## config.mk

```make
export PLATFORM = sky130hd
export DESIGN_NAME = spi_cmd_shifter
export DESIGN_NICKNAME = d
export VERILOG_FILES = /design/src/rtl/spi_cmd_pkg.sv /design/src/rtl/spi_cmd_tick.sv /design/src/rtl/spi_cmd_regs.sv /design/src/rtl/spi_cmd_engine.sv /design/src/rtl/spi_cmd_shifter.sv
export SDC_FILE = /design/constraint.sdc
export NUM_CORES = 1
export LEC_CHECK = 0
export CAP_MARGIN = 15
export CORE_AREA = 2 2 119 237
export CTS_CLUSTER_SIZE = 28
export DETAILED_ROUTE_END_ITERATION = 10
export DIE_AREA = 0 0 121 239
export PLACE_DENSITY = 0.55
export SYNTH_ARGS = -nofsm -noshare
export SYNTH_HDL_FRONTEND = slang
export SYNTH_SLANG_ARGS = --single-unit
export TNS_END_PERCENT = 20
```

## constraint.sdc

```tcl
create_clock -name clk_i -period 4.54 [get_ports clk_i]
set_input_delay 0.908 -clock clk_i [delete_from_list [all_inputs] [get_ports clk_i]]
set_output_delay 0.908 -clock clk_i [all_outputs]
set_load 0.1 [all_outputs]
```

## src/rtl/spi_cmd_pkg.sv

```systemverilog
package spi_cmd_pkg;
  localparam int ADDR_W = 5;
  localparam logic [ADDR_W-1:0] A_CMD  = 5'h00;
  localparam logic [ADDR_W-1:0] A_BITS = 5'h01;
  localparam logic [ADDR_W-1:0] A_STAT = 5'h02;
  localparam int A_PROG = 8;
  localparam int A_CAP  = 16;

  localparam int B_RDSR = 1;
  localparam int B_GEN  = 2;
  localparam int B_WRSR = 5;

  typedef enum logic [1:0] {K_GEN, K_RDSR, K_WRSR} kind_e;
  typedef enum logic [2:0] {S_IDLE, S_LEAD, S_HIGH, S_LOW, S_TRAIL} state_e;
endpackage

```

## src/rtl/spi_cmd_tick.sv

```systemverilog
module spi_cmd_tick #(
  parameter int DIV_HALF = 2
) (
  input  logic clk_i,
  input  logic rst_ni,
  input  logic run_i,
  output logic tick_o
);
  localparam int CW = (DIV_HALF > 1) ? $clog2(DIV_HALF) : 1;
  logic [CW-1:0] cnt_q;

  assign tick_o = run_i && (cnt_q == CW'(DIV_HALF - 1));

  always_ff @(posedge clk_i or negedge rst_ni) begin
    if (!rst_ni)     cnt_q <= '0;
    else if (!run_i) cnt_q <= '0;
    else if (tick_o) cnt_q <= '0;
    else             cnt_q <= cnt_q + 1'b1;
  end
endmodule

```

## src/rtl/spi_cmd_regs.sv

```systemverilog
module spi_cmd_regs
  import spi_cmd_pkg::*;
#(
  parameter int PROG_BYTES = 6,
  parameter int CAP_BYTES  = 10,
  parameter int MAX_BITS   = 56
) (
  input  logic                    clk_i,
  input  logic                    rst_ni,
  input  logic                    we_i,
  input  logic [ADDR_W-1:0]       addr_i,
  input  logic [7:0]              wdata_i,
  output logic [7:0]              rdata_o,
  input  logic                    busy_i,
  input  logic                    done_i,
  input  logic [8*CAP_BYTES-1:0]  cap_i,
  input  logic [7:0]              stat_i,
  output logic                    start_o,
  output kind_e                   kind_o,
  output logic [7:0]              bits_o,
  output logic [8*PROG_BYTES-1:0] prog_o
);
  logic [7:0] cmd_q, bits_q;
  logic [7:0] prog_q [PROG_BYTES];
  logic wr_cmd, idle, len_ok;

  assign wr_cmd = we_i && (addr_i == A_CMD);
  assign idle   = (cmd_q == '0) && !busy_i;
  assign len_ok = (bits_q != '0) && (bits_q <= 8'(MAX_BITS));
  assign bits_o = bits_q;

  always_comb begin
    kind_o  = K_GEN;
    start_o = 1'b0;
    if (wr_cmd && idle) begin
      if (wdata_i[B_RDSR]) begin
        kind_o = K_RDSR; start_o = 1'b1;
      end else if (wdata_i[B_GEN]) begin
        kind_o = K_GEN;  start_o = len_ok;
      end else if (wdata_i[B_WRSR]) begin
        kind_o = K_WRSR; start_o = 1'b1;
      end
    end
  end

  always_ff @(posedge clk_i or negedge rst_ni) begin
    if (!rst_ni) begin
      cmd_q  <= '0;
      bits_q <= '0;
    end else begin
      if (done_i) cmd_q <= '0;
      else if (start_o) begin
        case (kind_o)
          K_RDSR:  cmd_q <= 8'(1) << B_RDSR;
          K_WRSR:  cmd_q <= 8'(1) << B_WRSR;
          default: cmd_q <= 8'(1) << B_GEN;
        endcase
      end
      if (we_i && addr_i == A_BITS) bits_q <= wdata_i;
    end
  end

  for (genvar i = 0; i < PROG_BYTES; i++) begin : g_prog
    always_ff @(posedge clk_i or negedge rst_ni) begin
      if (!rst_ni) prog_q[i] <= '0;
      else if (we_i && addr_i == ADDR_W'(A_PROG + i)) prog_q[i] <= wdata_i;
    end
    assign prog_o[8*i +: 8] = prog_q[i];
  end

  always_comb begin
    rdata_o = '0;
    if (addr_i == A_CMD)  rdata_o = cmd_q;
    if (addr_i == A_BITS) rdata_o = bits_q;
    if (addr_i == A_STAT) rdata_o = stat_i;
    for (int i = 0; i < PROG_BYTES; i++)
      if (addr_i == ADDR_W'(A_PROG + i)) rdata_o = prog_q[i];
    for (int i = 0; i < CAP_BYTES; i++)
      if (addr_i == ADDR_W'(A_CAP + i)) rdata_o = cap_i[8*i +: 8];
  end

  assert_one_cmd_R9: assert property (@(posedge clk_i) disable iff (!rst_ni)
    $onehot0(cmd_q));
  assert_no_restart_R7: assert property (@(posedge clk_i) disable iff (!rst_ni)
    start_o |-> !busy_i);
  assert_len_gate_R8: assert property (@(posedge clk_i) disable iff (!rst_ni)
    (start_o && kind_o == K_GEN) |-> (bits_q != 8'd0 && bits_q <= 8'(MAX_BITS)));
endmodule

```

## src/rtl/spi_cmd_engine.sv

```systemverilog
module spi_cmd_engine
  import spi_cmd_pkg::*;
#(
  parameter int          PROG_W  = 48,
  parameter int          CAP_W   = 80,
  parameter logic [7:0]  RDSR_OP = 8'h05
) (
  input  logic              clk_i,
  input  logic              rst_ni,
  input  logic              start_i,
  input  kind_e             kind_i,
  input  logic [7:0]        bits_i,
  input  logic [PROG_W-1:0] prog_i,
  input  logic              tick_i,
  input  logic              miso_i,
  output logic              busy_o,
  output logic              done_o,
  output logic              sck_o,
  output logic              cs_no,
  output logic              mosi_o,
  output logic [CAP_W-1:0]  cap_o,
  output logic [7:0]        stat_o
);
  state_e state_q;
  kind_e  kind_q;
  logic [PROG_W-1:0] tx_q, tx_init;
  logic [7:0] left_q, len;

  assign busy_o  = (state_q != S_IDLE);
  assign done_o  = (state_q == S_TRAIL) && tick_i;
  assign tx_init = (kind_i == K_RDSR) ? {RDSR_OP, {(PROG_W-8){1'b0}}} : prog_i;

  always_comb begin
    case (kind_i)
      K_RDSR:  len = 8'd16;
      K_WRSR:  len = 8'd8;
      default: len = bits_i;
    endcase
  end

  always_ff @(posedge clk_i or negedge rst_ni) begin
    if (!rst_ni) begin
      state_q <= S_IDLE;
      kind_q  <= K_GEN;
      tx_q    <= '0;
      left_q  <= '0;
      sck_o   <= 1'b0;
      cs_no   <= 1'b1;
      mosi_o  <= 1'b0;
      cap_o   <= '0;
      stat_o  <= '0;
    end else if (start_i) begin
      state_q <= S_LEAD;
      kind_q  <= kind_i;
      tx_q    <= tx_init;
      left_q  <= len;
      cs_no   <= 1'b0;
      sck_o   <= 1'b0;
      mosi_o  <= tx_init[PROG_W-1];
      cap_o   <= '0;
    end else if (tick_i) begin
      case (state_q)
        S_LEAD, S_LOW: begin
          sck_o   <= 1'b1;
          cap_o   <= {cap_o[CAP_W-2:0], miso_i};
          state_q <= S_HIGH;
        end
        S_HIGH: begin
          sck_o  <= 1'b0;
          left_q <= left_q - 1'b1;
          if (left_q == 8'd1) begin
            mosi_o  <= 1'b0;
            state_q <= S_TRAIL;
          end else begin
            tx_q    <= tx_q << 1;
            mosi_o  <= tx_q[PROG_W-2];
            state_q <= S_LOW;
          end
        end
        S_TRAIL: begin
          cs_no   <= 1'b1;
          state_q <= S_IDLE;
          if (kind_q == K_RDSR) stat_o <= cap_o[7:0];
        end
        default: state_q <= S_IDLE;
      endcase
    end
  end

  assert_idle_lines_R1: assert property (@(posedge clk_i) disable iff (!rst_ni)
    !busy_o |-> (cs_no && !sck_o));
  assert_sck_in_frame_R2: assert property (@(posedge clk_i) disable iff (!rst_ni)
    !$stable(sck_o) |-> !cs_no);
  assert_release_R2: assert property (@(posedge clk_i) disable iff (!rst_ni)
    done_o |=> (cs_no && !busy_o));
  assert_mosi_hold_R10: assert property (@(posedge clk_i) disable iff (!rst_ni)
    sck_o |=> (!sck_o || $stable(mosi_o)));
  assert_no_extra_rise_R2: assert property (@(posedge clk_i) disable iff (!rst_ni)
    (tick_i && (state_q == S_LEAD || state_q == S_LOW)) |-> (left_q != 8'd0));
endmodule

```

## src/rtl/spi_cmd_shifter.sv

```systemverilog
module spi_cmd_shifter
  import spi_cmd_pkg::*;
#(
  parameter int         DIV_HALF   = 2,
  parameter int         PROG_BYTES = 6,
  parameter int         CAP_BYTES  = 10,
  parameter logic [7:0] RDSR_OP    = 8'h05
) (
  input  logic              clk_i,
  input  logic              rst_ni,
  input  logic              reg_we_i,
  input  logic [ADDR_W-1:0] reg_addr_i,
  input  logic [7:0]        reg_wdata_i,
  output logic [7:0]        reg_rdata_o,
  output logic              sck_o,
  output logic              cs_no,
  output logic              mosi_o,
  input  logic              miso_i
);
  localparam int PROG_W   = 8 * PROG_BYTES;
  localparam int CAP_W    = 8 * CAP_BYTES;
  localparam int MAX_BITS = 8 * (PROG_BYTES + 1);

  logic start, busy, done, tick;
  kind_e kind;
  logic [7:0] bits, stat;
  logic [PROG_W-1:0] prog;
  logic [CAP_W-1:0] cap;

  spi_cmd_regs #(
    .PROG_BYTES(PROG_BYTES), .CAP_BYTES(CAP_BYTES), .MAX_BITS(MAX_BITS)
  ) u_regs (
    .clk_i, .rst_ni,
    .we_i(reg_we_i), .addr_i(reg_addr_i), .wdata_i(reg_wdata_i), .rdata_o(reg_rdata_o),
    .busy_i(busy), .done_i(done), .cap_i(cap), .stat_i(stat),
    .start_o(start), .kind_o(kind), .bits_o(bits), .prog_o(prog)
  );

  spi_cmd_tick #(.DIV_HALF(DIV_HALF)) u_tick (
    .clk_i, .rst_ni, .run_i(busy), .tick_o(tick)
  );

  spi_cmd_engine #(.PROG_W(PROG_W), .CAP_W(CAP_W), .RDSR_OP(RDSR_OP)) u_eng (
    .clk_i, .rst_ni,
    .start_i(start), .kind_i(kind), .bits_i(bits), .prog_i(prog), .tick_i(tick),
    .miso_i, .busy_o(busy), .done_o(done),
    .sck_o, .cs_no, .mosi_o, .cap_o(cap), .stat_o(stat)
  );
endmodule

```

==> key figures <==
Synth
  • Synth Cell Area: roughly 11,000 um2
  • Mapped Nets: ~1.1k
  • Synthesis Warnings: 0
  • Flops & latches, synth: approximately 210
  • Synth Instances: around 1.0k
  • Post-synth EDFFs: 0
  • Ys flop type: dfrtp_1
  • Post-synthesis sequential area ratio: ~49%
  • Yosys cell types: 74
  • FFs w/ async S/R, synth: 100.0%
  • Avg Cell Area, Syn: a little over 10 um2

Route
  • Drc violations: 0
  • Via-per-instance ratio: between 5 and 6
  • DR WL/cell: 21.69 um
  • Initial drt markers: 554
  • Via count: around 8k
  • Remaining antenna violation count: 0
  • DRT Pass-1 Iters: 6
  • Drt total wl: about 31,000 um

Clock network
  • H-tree depth: 1
  • Post-CTS repair timing setup buffer count: 0
  • CTS Buffer Depth: 3
  • Clk slew on worst S/H paths: about 0.070 ns
  • # resized after CTS: 0
  • TritonCTS clock tree: done
  • CTS buffer count: 21
  • Skew-Pair Late Insertion Delay: about 0.52 ns
  • Root Buffer: clkbuf_16
  • # hold bufs at CTS: 0
  • Clock Sinks: between 200 and 250

Floorplanning
  • Die area: around 29,000 um2
  • Core area: between 20,000 and 30,000 um2
  • Site Rows: 86
  • Die X: approximately 120 um
  • I/O pins: 28
  • Chip height: around 240 um
  • Initial core utilization: 39.50%

Pwr
  • Cell leakage power: around 4.9 nW
  • Share of power burned in registers: approximately 47%
  • NetSw: ~2.4 mW
  • Clock power share: about a quarter
  • Sw frac: a little over a third
  • Comb power frac: between 20% and 30%
  • Max VDD drop: 0.0003210 V
  • Total power draw: between 6 and 7 mW
  • Pwr/cell area: approximately 550 nW/um2
  • Cell internal pwr: about 4.3 mW

Global routing
  • GRT Overall Usage: 21.91%
  • First-pass GRT wire length: approximately 50,000 um
  • Vias in the first global route: between 8k and 9k
  • Largest net degree at the start of global routing: 100
  • Total gr overflow: 0
  • Initial antenna violation count: 0

Placed design
  • PortBufs: 27
  • Detail Placement HPWL: 21,740 um
  • Placer Congestion: between 0.9 and 1
  • Dpl ws: between 0.3 and 0.4 ns

Timing
  • Final hold vios: 0
  • Final worst setup slack: 0.2070 ns
  • Worst slew pin tran: 0.9634 ns
  • Setup violators final: 0
  • Final min period: ~4.3 ns
  • Clk_skew: between 0.01 and 0.015 ns
  • Min Hold Slack: between 0.4 and 0.5 ns
  • Max Clk Rate: 230.8 MHz
  • Max transition margin: a little over a third
  • Final Max Tran Viols: 0
  • Final period utilization: 95.44%
  • RSZ-0062 raised after global routing: false

Setup path
  • WS Path Type: input port to output port
  • Data required time of the worst path: about 3.6 ns
  • Critical-path top delay cell: clkdlybuf4s50_1
  • Max incr delay on CP: 0.51 ns
  • Cell Chain, Critical Path: clkdlybuf4s50_1 > nor3_1 > and2_1 > a221o_1 > a22oi_1 > o2111ai_1 > buf_12
  • Startpoint Class: input port
  • Family with the most delay on the worst path: simple AND/OR/NAND/NOR gates
  • Critical path fanouts, max: 7
  • Worst EP arrival: between 3 and 4 ns
  • CP Capture Type: output port
  • Crit path buf inv count: 2

Finish
  • N_diodes: 0
  • Share of layout cells above drive strength 1: between 10% and 20%
  • Fill cells: between 2k and 3k
  • Fin nets: between 1k and 1.5k
  • Area growth, synth to finish: 12.87%

Run status
  • Status: complete, no violations

Flow run
  • Max_cap viols: 0

Min path
  • Hold Path Class: input port to async pin
-- layout by cell type (no fill, tap or decap), types with 4 or more instances in the layout --
cell type	count
dfrtp_1	210
nand2_1	188
mux2i_1	108
a21oi_1	104
mux2_2	67
nand2b_1	55
buf_4	33
nor2_1	25
o21ai_0	24
clkbuf_16	21
clkdlybuf4s50_1	16
inv_1	15
buf_12	11
nor2b_1	9
nand3_1	9
nor3_1	9
or3_1	7
a211oi_1	7
mux4_2	6
and2_1	6
a22o_1	6
o22ai_1	6
a22oi_1	6
clkinv_2	6
clkbuf_1	6
o211ai_1	5
nand3b_1	5
and3b_1	4
a221oi_1	4
a211o_1	4
and3_1	4
xnor2_1	4
-- synth_stat cells, types with 7 or more instances --
cell type / instances / area [um2]
a211oi_1: 8 / 60.06
a21oi_1: 104 / 520.5
and2_1: 7 / 43.79
buf_2: 19 / 95.09
clkbuf_1: 47 / 176.4
dfrtp_1: 210 / 5255
inv_1: 15 / 56.30
mux2_2: 67 / 754.5
mux2i_1: 108 / 1081
nand2_1: 188 / 705.7
nand2b_1: 55 / 344.1
nand3_1: 9 / 45.04
nor2_1: 25 / 93.84
nor2b_1: 9 / 56.30
nor3_1: 9 / 45.04
o21ai_0: 24 / 120.1
or3_1: 7 / 43.79
-- state kept, by name, summed over array words and instances, names as in the netlist --
register       flops
u_eng.tx_q        47
u_eng.stat_o       8
u_eng.mosi_o       1
u_eng.left_q       8
u_regs.cmd_q       3
u_eng.cap_o       80
u_regs.prog_o     48
u_eng.sck_o        1
u_eng.state_q      3
u_tick.cnt_q       1
u_eng.kind_q       2
u_eng.cs_no        1
u_regs.bits_o      8
-- path summary, 6_finish.rpt --
path,start,endpoint,slack (ns),cells after the start
min in group clk_i,u_eng.cs_no,u_eng.cs_no,0.46,2
worst max-delay path,reg_addr_i[3],reg_rdata_o[3],0.21,7
max in group asynchronous,rst_ni,u_eng.tx_q[27],3.22,2
worst max register to register,u_eng.left_q[2],u_eng.tx_q[13],1.88,6
worst min register to register,u_eng.cs_no,u_eng.cs_no,0.46,2
worst min-delay path,rst_ni,u_eng.cap_o[51],0.42,1
-- worst register-to-register path, cell delays in order, from the launching register on --
cell and delay (ns):
dfrtp_1 0.42, or4_4 0.56, or4b_1 0.52, and2_2 0.21, buf_4 0.32, mux2i_1 0.39
mux2i_1 0.10
-- power by group through the flow --
stage | sequential (mW) | clock, mW | combinational, mW
global placement | 3.17 | 0 | 1.84
CTS | 3.16 | 1.68 | 1.90
floorplan | 3.01 | 0 | 1.38
finish | 3.16 | 1.63 | 1.87
detailed placement | 3.19 | 0 | 1.89
global route | 3.24 | 1.74 | 2.08
-- final cells by class --
class,instances,area [um2],share of cell area (%)
multi-input cells,745,5085,41.89
repair buffers,63,653.1,5.381
clock buffers,29,575.6,4.742
flip-flops and latches,211,5281,43.51
well taps,352,440.4,3.628
clock inverters,8,46.29,0.3814
inverters,15,56.30,0.4639
-- stage by stage --
step,TNS [ns],area [um2],utilization (%),std cells
finish,0,12140,44.59,1423
global route,0,12140,44.59,1423
CTS,0,12140,44.59,1423
detailed placement,0,11520,42.30,1386
global placement,0,11520,42.30,1386
floorplan,-0.2147,10760,-,1047
-- cells by family (layout without fill, tap and decap cells) --
group                    count (synthesis)  count (layout)  share of synthesized area [%]
AND/OR/NAND/NOR                        347             347                          15.89
flip-flops                             211             211                          49.11
AO/OA/AOI/OAI                          207             207                          11.95
multiplexers                           182             182                          18.43
buffers and inverters                   91             115                          3.816
XOR/XNOR                                 7               7                         0.5701
adder cells (fa/ha/maj)                  2               2                         0.2327
-- routing by layer --
metal | vias up | wire (um) | share of wire (%) | GRT usage (%)
met2 | 182 | 15380 | 50 | 36.77
met5 | - | 0 | 0 | 0
met3 | 59 | 1063 | 3.4 | 2.362
met1 | 4030 | 13150 | 43 | 28.65
li1 | 3715 | - | - | -
met4 | 0 | 1280 | 4.1 | 8.950
(Power assumes the default switching activity.)
